`src/rtl/rs_pkg.sv`:
```
package rs_pkg;
  parameter int unsigned RS_NRING = 4;
  parameter int unsigned RS_NSTN  = 4;
  parameter int unsigned RS_DW    = 16;

  typedef struct packed {
    logic                vld;
    logic [RS_NRING-1:0] ring;
    logic [RS_NSTN-1:0]  stn;
    logic [RS_DW-1:0]    data;
  } rs_slot_t;
endpackage

```
`src/rtl/rs_fifo.sv`:
```
module rs_fifo
  import rs_pkg::*;
#(
  parameter int unsigned DEPTH = 4
) (
  input  logic     clk,
  input  logic     rst_n,
  input  logic     push,
  input  rs_slot_t din,
  input  logic     pop,
  output rs_slot_t dout,
  output logic     full,
  output logic     empty
);
  localparam int unsigned AW = (DEPTH > 1) ? $clog2(DEPTH) : 1;
  localparam logic [AW-1:0] LAST = AW'(DEPTH - 1);
  localparam logic [AW:0]   CAP  = (AW+1)'(DEPTH);

  rs_slot_t        mem [DEPTH];
  logic [AW-1:0]   rd_q, rd_nxt, wr_q, wr_nxt;
  logic [AW:0]     cnt_q, cnt_nxt;
  logic            push_ok, pop_ok;

  always_comb begin
    full    = (cnt_q == CAP);
    empty   = (cnt_q == '0);
    push_ok = push && !full;
    pop_ok  = pop && !empty;
    wr_nxt  = wr_q;
    rd_nxt  = rd_q;
    cnt_nxt = cnt_q;
    if (push_ok) wr_nxt = (wr_q == LAST) ? '0 : wr_q + 1'b1;
    if (pop_ok)  rd_nxt = (rd_q == LAST) ? '0 : rd_q + 1'b1;
    case ({push_ok, pop_ok})
      2'b10:   cnt_nxt = cnt_q + 1'b1;
      2'b01:   cnt_nxt = cnt_q - 1'b1;
      default: cnt_nxt = cnt_q;
    endcase
  end

  always_ff @(posedge clk) begin
    if (push_ok) mem[wr_q] <= din;
  end

  always_ff @(posedge clk or negedge rst_n) begin
    if (!rst_n) begin
      rd_q  <= '0;
      wr_q  <= '0;
      cnt_q <= '0;
    end else begin
      rd_q  <= rd_nxt;
      wr_q  <= wr_nxt;
      cnt_q <= cnt_nxt;
    end
  end

  assign dout = mem[rd_q];

  AST_NO_OVERFLOW: assert property (@(posedge clk) disable iff (!rst_n)
    push |-> !full);
  AST_NO_UNDERFLOW: assert property (@(posedge clk) disable iff (!rst_n)
    pop |-> !empty);
  AST_CNT_BOUND: assert property (@(posedge clk) disable iff (!rst_n)
    cnt_q <= CAP);
endmodule

```
`src/rtl/rs_up_side.sv`:
```
module rs_up_side
  import rs_pkg::*;
#(
  parameter int unsigned RING_ID = 0
) (
  input  logic     clk,
  input  logic     rst_n,
  input  rs_slot_t in_slot,
  input  logic     dn_full,
  input  rs_slot_t up_head,
  input  logic     up_empty,
  output rs_slot_t out_slot,
  output logic     dn_push,
  output rs_slot_t dn_pkt,
  output logic     up_pop
);
  localparam logic [RS_NRING-1:0] OWN_BIT = RS_NRING'(1) << RING_ID;

  logic                hit;
  logic [RS_NRING-1:0] rest;
  rs_slot_t            pass_slot, out_nxt, out_q;

  always_comb begin
    hit       = in_slot.vld && ((in_slot.ring & OWN_BIT) != '0);
    rest      = in_slot.ring & ~OWN_BIT;
    dn_push   = hit && !dn_full;
    dn_pkt    = in_slot;
    dn_pkt.ring = '0;
    pass_slot = in_slot;
    if (dn_push) begin
      pass_slot.ring = rest;
      if (rest == '0) pass_slot = '0;
    end
    up_pop  = !pass_slot.vld && !up_empty;
    out_nxt = up_pop ? up_head : pass_slot;
  end

  always_ff @(posedge clk or negedge rst_n) begin
    if (!rst_n) out_q <= '0;
    else        out_q <= out_nxt;
  end

  assign out_slot = out_q;

  AST_UP_MISS_PASS: assert property (@(posedge clk) disable iff (!rst_n)
    (in_slot.vld && !in_slot.ring[RING_ID]) |=> (out_slot == $past(in_slot)));
  AST_UP_FULL_KEEP: assert property (@(posedge clk) disable iff (!rst_n)
    (in_slot.vld && in_slot.ring[RING_ID] && dn_full) |=> (out_slot == $past(in_slot)));
  AST_UP_REST_CLEAR: assert property (@(posedge clk) disable iff (!rst_n)
    (dn_push && rest != '0) |=> (out_slot.vld && !out_slot.ring[RING_ID]
                                 && out_slot.data == $past(in_slot.data)));
  AST_UP_COPY_ZERO: assert property (@(posedge clk) disable iff (!rst_n)
    dn_push |-> (dn_pkt.ring == '0 && dn_pkt.stn == in_slot.stn));
endmodule

```
`src/rtl/rs_lo_side.sv`:
```
module rs_lo_side
  import rs_pkg::*;
(
  input  logic     clk,
  input  logic     rst_n,
  input  rs_slot_t in_slot,
  input  logic     up_full,
  input  rs_slot_t dn_head,
  input  logic     dn_empty,
  output rs_slot_t out_slot,
  output logic     up_push,
  output rs_slot_t up_pkt,
  output logic     dn_pop
);
  logic     asc;
  rs_slot_t pass_slot, out_nxt, out_q;

  always_comb begin
    asc       = in_slot.vld && (in_slot.ring != '0);
    up_push   = asc && !up_full;
    up_pkt    = in_slot;
    pass_slot = up_push ? '0 : in_slot;
    dn_pop    = !pass_slot.vld && !dn_empty;
    out_nxt   = dn_pop ? dn_head : pass_slot;
  end

  always_ff @(posedge clk or negedge rst_n) begin
    if (!rst_n) out_q <= '0;
    else        out_q <= out_nxt;
  end

  assign out_slot = out_q;

  AST_LO_LOCAL_PASS: assert property (@(posedge clk) disable iff (!rst_n)
    (in_slot.vld && in_slot.ring == '0) |=> (out_slot == $past(in_slot)));
  AST_LO_FULL_KEEP: assert property (@(posedge clk) disable iff (!rst_n)
    (asc && up_full) |=> (out_slot == $past(in_slot)));
  AST_LO_ASC_GONE: assert property (@(posedge clk) disable iff (!rst_n)
    up_push |=> (out_slot.ring == '0));
  AST_LO_NO_OVERWRITE: assert property (@(posedge clk) disable iff (!rst_n)
    dn_pop |-> !(in_slot.vld && in_slot.ring == '0));
endmodule

```
`src/rtl/ring_level_switch.sv`:
```
module ring_level_switch
  import rs_pkg::*;
#(
  parameter int unsigned RING_ID    = 0,
  parameter int unsigned FIFO_DEPTH = 4
) (
  input  logic                clk,
  input  logic                rst_n,
  input  logic                lo_in_vld,
  input  logic [RS_NRING-1:0] lo_in_ring,
  input  logic [RS_NSTN-1:0]  lo_in_stn,
  input  logic [RS_DW-1:0]    lo_in_data,
  input  logic                up_in_vld,
  input  logic [RS_NRING-1:0] up_in_ring,
  input  logic [RS_NSTN-1:0]  up_in_stn,
  input  logic [RS_DW-1:0]    up_in_data,
  output logic                lo_out_vld,
  output logic [RS_NRING-1:0] lo_out_ring,
  output logic [RS_NSTN-1:0]  lo_out_stn,
  output logic [RS_DW-1:0]    lo_out_data,
  output logic                up_out_vld,
  output logic [RS_NRING-1:0] up_out_ring,
  output logic [RS_NSTN-1:0]  up_out_stn,
  output logic [RS_DW-1:0]    up_out_data
);
  logic [1:0] rst_sync;
  logic       rst_s;

  always_ff @(posedge clk or negedge rst_n) begin
    if (!rst_n) rst_sync <= 2'b00;
    else        rst_sync <= {rst_sync[0], 1'b1};
  end
  assign rst_s = rst_sync[1];

  rs_slot_t lo_in_s, up_in_s, lo_out_s, up_out_s;
  rs_slot_t up_push_pkt, up_head, dn_push_pkt, dn_head;
  logic     up_push, up_pop, up_full, up_empty;
  logic     dn_push, dn_pop, dn_full, dn_empty;

  assign lo_in_s = '{vld: lo_in_vld, ring: lo_in_ring, stn: lo_in_stn, data: lo_in_data};
  assign up_in_s = '{vld: up_in_vld, ring: up_in_ring, stn: up_in_stn, data: up_in_data};

  rs_fifo #(.DEPTH(FIFO_DEPTH)) u_up_q (
    .clk(clk), .rst_n(rst_s), .push(up_push), .din(up_push_pkt),
    .pop(up_pop), .dout(up_head), .full(up_full), .empty(up_empty));

  rs_fifo #(.DEPTH(FIFO_DEPTH)) u_dn_q (
    .clk(clk), .rst_n(rst_s), .push(dn_push), .din(dn_push_pkt),
    .pop(dn_pop), .dout(dn_head), .full(dn_full), .empty(dn_empty));

  rs_lo_side u_lo (
    .clk(clk), .rst_n(rst_s), .in_slot(lo_in_s), .up_full(up_full),
    .dn_head(dn_head), .dn_empty(dn_empty), .out_slot(lo_out_s),
    .up_push(up_push), .up_pkt(up_push_pkt), .dn_pop(dn_pop));

  rs_up_side #(.RING_ID(RING_ID)) u_up (
    .clk(clk), .rst_n(rst_s), .in_slot(up_in_s), .dn_full(dn_full),
    .up_head(up_head), .up_empty(up_empty), .out_slot(up_out_s),
    .dn_push(dn_push), .dn_pkt(dn_push_pkt), .up_pop(up_pop));

  assign lo_out_vld  = lo_out_s.vld;
  assign lo_out_ring = lo_out_s.ring;
  assign lo_out_stn  = lo_out_s.stn;
  assign lo_out_data = lo_out_s.data;
  assign up_out_vld  = up_out_s.vld;
  assign up_out_ring = up_out_s.ring;
  assign up_out_stn  = up_out_s.stn;
  assign up_out_data = up_out_s.data;

  AST_RST_IDLE: assert property (@(posedge clk) disable iff (!rst_n)
    !rst_s |=> (!lo_out_vld && !up_out_vld));
endmodule

```
`config.mk`:
```
export PLATFORM = sky130hd
export DESIGN_NAME = ring_level_switch
export DESIGN_NICKNAME = d
export VERILOG_FILES = /design/src/rtl/rs_pkg.sv /design/src/rtl/rs_fifo.sv /design/src/rtl/rs_up_side.sv /design/src/rtl/rs_lo_side.sv /design/src/rtl/ring_level_switch.sv
export SDC_FILE = /design/constraint.sdc
export NUM_CORES = 1
export LEC_CHECK = 0
export ABC_CLOCK_PERIOD_IN_PS = 1800
export BUFFER_PORTS_ARGS = -buffer_cell sky130_fd_sc_hd__buf_2
export CAP_MARGIN = 20
export CORE_ASPECT_RATIO = 1.5
export CORE_UTILIZATION = 35
export DETAILED_ROUTE_END_ITERATION = 6
export GPL_TIMING_DRIVEN = 0
export PLACE_DENSITY = 0.57
export SKIP_CTS_REPAIR_TIMING = 1
export SLEW_MARGIN = 10
export SYNTH_ARGS = -nofsm -noshare
export SYNTH_HDL_FRONTEND = slang
export SYNTH_SLANG_ARGS = --single-unit
```
`constraint.sdc`:
```
create_clock -name clk -period 1.8 [get_ports clk]
set_input_delay 0.27 -clock clk [delete_from_list [all_inputs] [get_ports clk]]
set_output_delay 0.27 -clock clk [all_outputs]
set_load 0.1 [all_outputs]
```
==> flow_summary_export.csv <==
group,metric,value,unit
cts,cts_root_buf,"clkbuf_16",
setup_path,crit_arrival,2.54,ns
detailed_routing,drt_iter0_markers,319,
power,pwr-share-clk,22.4,%
sta,tightest_slew,0.683,ns
global_routing,antenna_found_initial,1,
synthesis,ys_seq_area_share,71.9,%
placed_design,placed_area,0.0111,mm2
detailed_routing,num_vias,5607,
setup_path,worstSetupStartpointType,"register",
cts,clock_path_buffers,3,
setup_path,crit_chain,"nor3b_4 -> nor2b_4 -> and2_4 -> inv_2 -> ha_4 -> inv_2 -> fa_2 -> xor2_1 -> nor2_1 -> xor2_1",
die,rows,75,
synthesis,ys_seq_elements,250,
finish,drive_gt1_share,37.0,%
power,pwr-share-seq,34.6,%
detailed_routing,viasPerCell,5.05,
setup_path,cp_slowest_cell,"dfrtp_2",
power,p_int,13.6,mW
global_routing,grt_pass1_vias,6011,
setup_path,crit_path_max_incr_delay,0.44,ns
sta,hold_viol,0,
run,maxCapViolCount,0,
synthesis,netlist_instances,582,
setup_path,cp.required,2.22,ns
synthesis,synth_nets,648,
setup_path,crit_type,"reg2reg",
finish,nNetsFinal,812,
cts,insertion_delay,0.52,ns
setup_path,cp-end-kind,"register",
die,die_x,140,um
detailed_routing,wl,23300,um
sta,setup_ws,-0.319,ns
power,p_sw_share,41.8,%
detailed_routing,antenna_left,0,
die,dieArea,0.0292,mm2
cts,cts_max_level,1,
global_routing,grt_pass1_wl,34900,um
sta,rsz0062_at_grt,"yes",
die,start_util,35.7,%
detailed_routing,dr.pass1.iters,4,
die,core_area,0.0280,mm2
finish,finalInstanceArea,0.0124,mm2
synthesis,synth.avg_cell_area,17.1,um2
global_routing,grt_usage,15.9,%
global_routing,overflow,0,
die,die_y,209,um
status,status,"complete, but fails checks",
power,powerDensity,1900,mW/mm2
sta,period_share,118,%
setup_path,critPathMaxFanout,4,
detailed_routing,wl_per_cell,21.0,um
cts,cts_tree,"yes",
global_routing,grt_max_degree,60,
placed_design,port_buffers,101,
finish,syn_to_final_growth,23.9,%
sta,fin_setup_tns,-0.701,ns
die,ios,102,
min_path,hold_path_class,"in2reg",
cts,clock_sinks,250,
sta,clock-skew-final,0.0184,ns
power,combPwrFrac,43.0,%
placed_design,dp_hpwl,16100,um
sta,clock.fmax,472,MHz
sta,min_period,2.12,ns
sta,max_slew_margin,54.1,%
cts,cts_made_buffers,24,
placed_design,place_worst_setup_slack,-0.758,ns
synthesis,synth_area,0.00998,mm2
synthesis,ys_types,39,
power,ir_drop,0.000874,V
sta,drv_slew,0,
power,leakage,4.60,nW
synthesis,ys_warn_count,0,
status,violations,"setup timing",
detailed_routing,drc,0,
sta,setup_viol,4,
power,p_sw,9.78,mW
placed_design,finalWeightedCongestion,0.826,
cts,clk_pin_slew,0.07,ns
final timing paths:
path,slack [ns],cells after the start,start,end
max,-0.32,10,u_dn_q.cnt_q[0],u_dn_q.cnt_q[2]
min,0.003,1,lo_in_ring[3],u_up_q.mem[2][23]
max reg2reg,-0.32,10,u_dn_q.cnt_q[0],u_dn_q.cnt_q[2]
min reg2reg,0.13,0,rst_sync[1],u_lo.out_slot[19]
max in group asynchronous,1.10,1,rst_sync[1],u_dn_q.cnt_q[0]
min in group asynchronous,0.07,2,rst_n,rst_sync[1]
cell usage in the layout, fill, tap and decap left out, types with 3 or more instances in the layout:
cell	count
inv_2	4
clkbuf_2	4
edfxtp_1	184
nor3b_4	3
o21ai_1	14
o21ai_2	4
dfrtp_1	60
mux2_1	3
ha_1	10
buf_2	112
clkinv_2	3
o21ai_0	25
bufinv_16	3
xor2_1	4
nand2_1	42
clkbuf_16	25
nor3b_1	20
dfrtp_2	5
buf_16	5
nand3b_1	21
nor2b_1	5
buf_4	19
mux2_4	5
clkbuf_1	14
and2_4	9
a21oi_1	21
dlygate4sd3_1	9
clkinvlp_4	3
nor2_1	9
mux4_2	46
inv_1	8
nand3_1	22
critical path, delay by kind of cell, from the launching register on:
family        cells  cell delay (ns)
simple gates      4             0.71
fa+ha+maj         2             0.47
flops             1             0.44
xor+xnor          2             0.34
buf+inv           2             0.10
routing by layer:
layer / track usage [%] / wire length, um
met1: 18.3 / 8930
met2: 29.3 / 12800
met3: 2.11 / 789
met4: 6.59 / 881
met5: 0 / 0
cell families after synthesis:
family | synth area share (%)
flip-flops | 71.9
AND/OR/NAND/NOR | 8.42
AO/OA/AOI/OAI | 3.51
multiplexers | 11.8
buffers and inverters | 1.86
adder cells (fa/ha/maj) | 1.91
XOR/XNOR | 0.527
other | 0.0376
synthesized netlist by cell type:
cell | count | area (um2)
conb_1 | 1 | 3.75
nand3_1 | 22 | 110
nor2_1 | 10 | 37.5
buf_2 | 10 | 50.1
mux2_2 | 2 | 22.5
nor3_4 | 1 | 16.3
nor3_2 | 1 | 10.0
edfxtp_1 | 184 | 5530
inv_1 | 12 | 45.0
nor2b_1 | 6 | 37.5
or4b_4 | 1 | 13.8
a21oi_1 | 21 | 105
or3_1 | 1 | 6.26
xnor2_1 | 2 | 17.5
o21a_4 | 1 | 15.0
nor4_2 | 1 | 12.5
nor3b_2 | 3 | 37.5
ha_1 | 12 | 150
mux2_4 | 5 | 75.1
a21o_1 | 1 | 7.51
mux4_2 | 46 | 1040
nor2_8 | 1 | 20.0
and2_1 | 5 | 31.3
dfrtp_1 | 66 | 1650
xor2_1 | 4 | 35.0
mux2_1 | 3 | 33.8
buf_4 | 1 | 7.51
clkbuf_1 | 22 | 82.6
nor3_1 | 2 | 10.0
o21a_1 | 1 | 7.51
nand2_1 | 42 | 158
mux2i_1 | 1 | 10.0
o21ai_0 | 32 | 160
or2_1 | 1 | 6.26
nor3b_1 | 20 | 150
nand3b_1 | 21 | 158
fa_1 | 2 | 40.0
and3_1 | 4 | 25.0
o21ai_1 | 11 | 55.1
cell type report:
| class | count | area, um2 |
|---|---|---|
| clock buffers | 29 | 661 |
| repair buffers | 135 | 908 |
| plain buffers | 32 | 176 |
| flip-flops and latches | 250 | 7190 |
| well taps | 346 | 433 |
| diodes | 1 | 2.50 |
| multi-input cells | 291 | 2770 |
| fillers | 2475 | 15600 |
| inverters | 12 | 45.0 |
| clock inverters | 15 | 173 |
stage by stage:
step	hold WS [ns]	total power, mW	instances	utilization, %
floorplan	-0.0256	15.3	582	-
global placement	0.0548	17.3	1029	39.2
detailed placement	0.0566	17.6	1034	39.7
CTS	-0.499	22.9	1078	42.7
global route	0.00207	24.4	1111	44.2
finish	0.00251	23.4	1111	44.2
sequential cells by signal (all words and copies together), names as in the netlist:
| name | count |
|---|---|
| u_up.out_slot | 25 |
| u_up_q.wr_q | 2 |
| u_up_q.rd_q | 2 |
| u_up_q.cnt_q | 3 |
| u_dn_q.cnt_q | 3 |
| u_lo.out_slot | 25 |
| u_dn_q.mem | 84 |
| u_dn_q.rd_q | 2 |
| rst_sync | 2 |
| u_dn_q.wr_q | 2 |
| u_up_q.mem | 100 |
power groups by stage:
stage | logic (mW) | clock network (mW) | registers (mW)
6_report | 10.1 | 5.25 | 8.10
5_1_grt | 10.6 | 5.57 | 8.20
4_1_cts | 9.45 | 5.36 | 8.11
3_5_place_dp | 9.42 | 0 | 8.22
3_3_place_gp | 9.13 | 0 | 8.18
2_1_floorplan | 3.54 | 0 | 11.8
(Power assumes the default switching activity.)
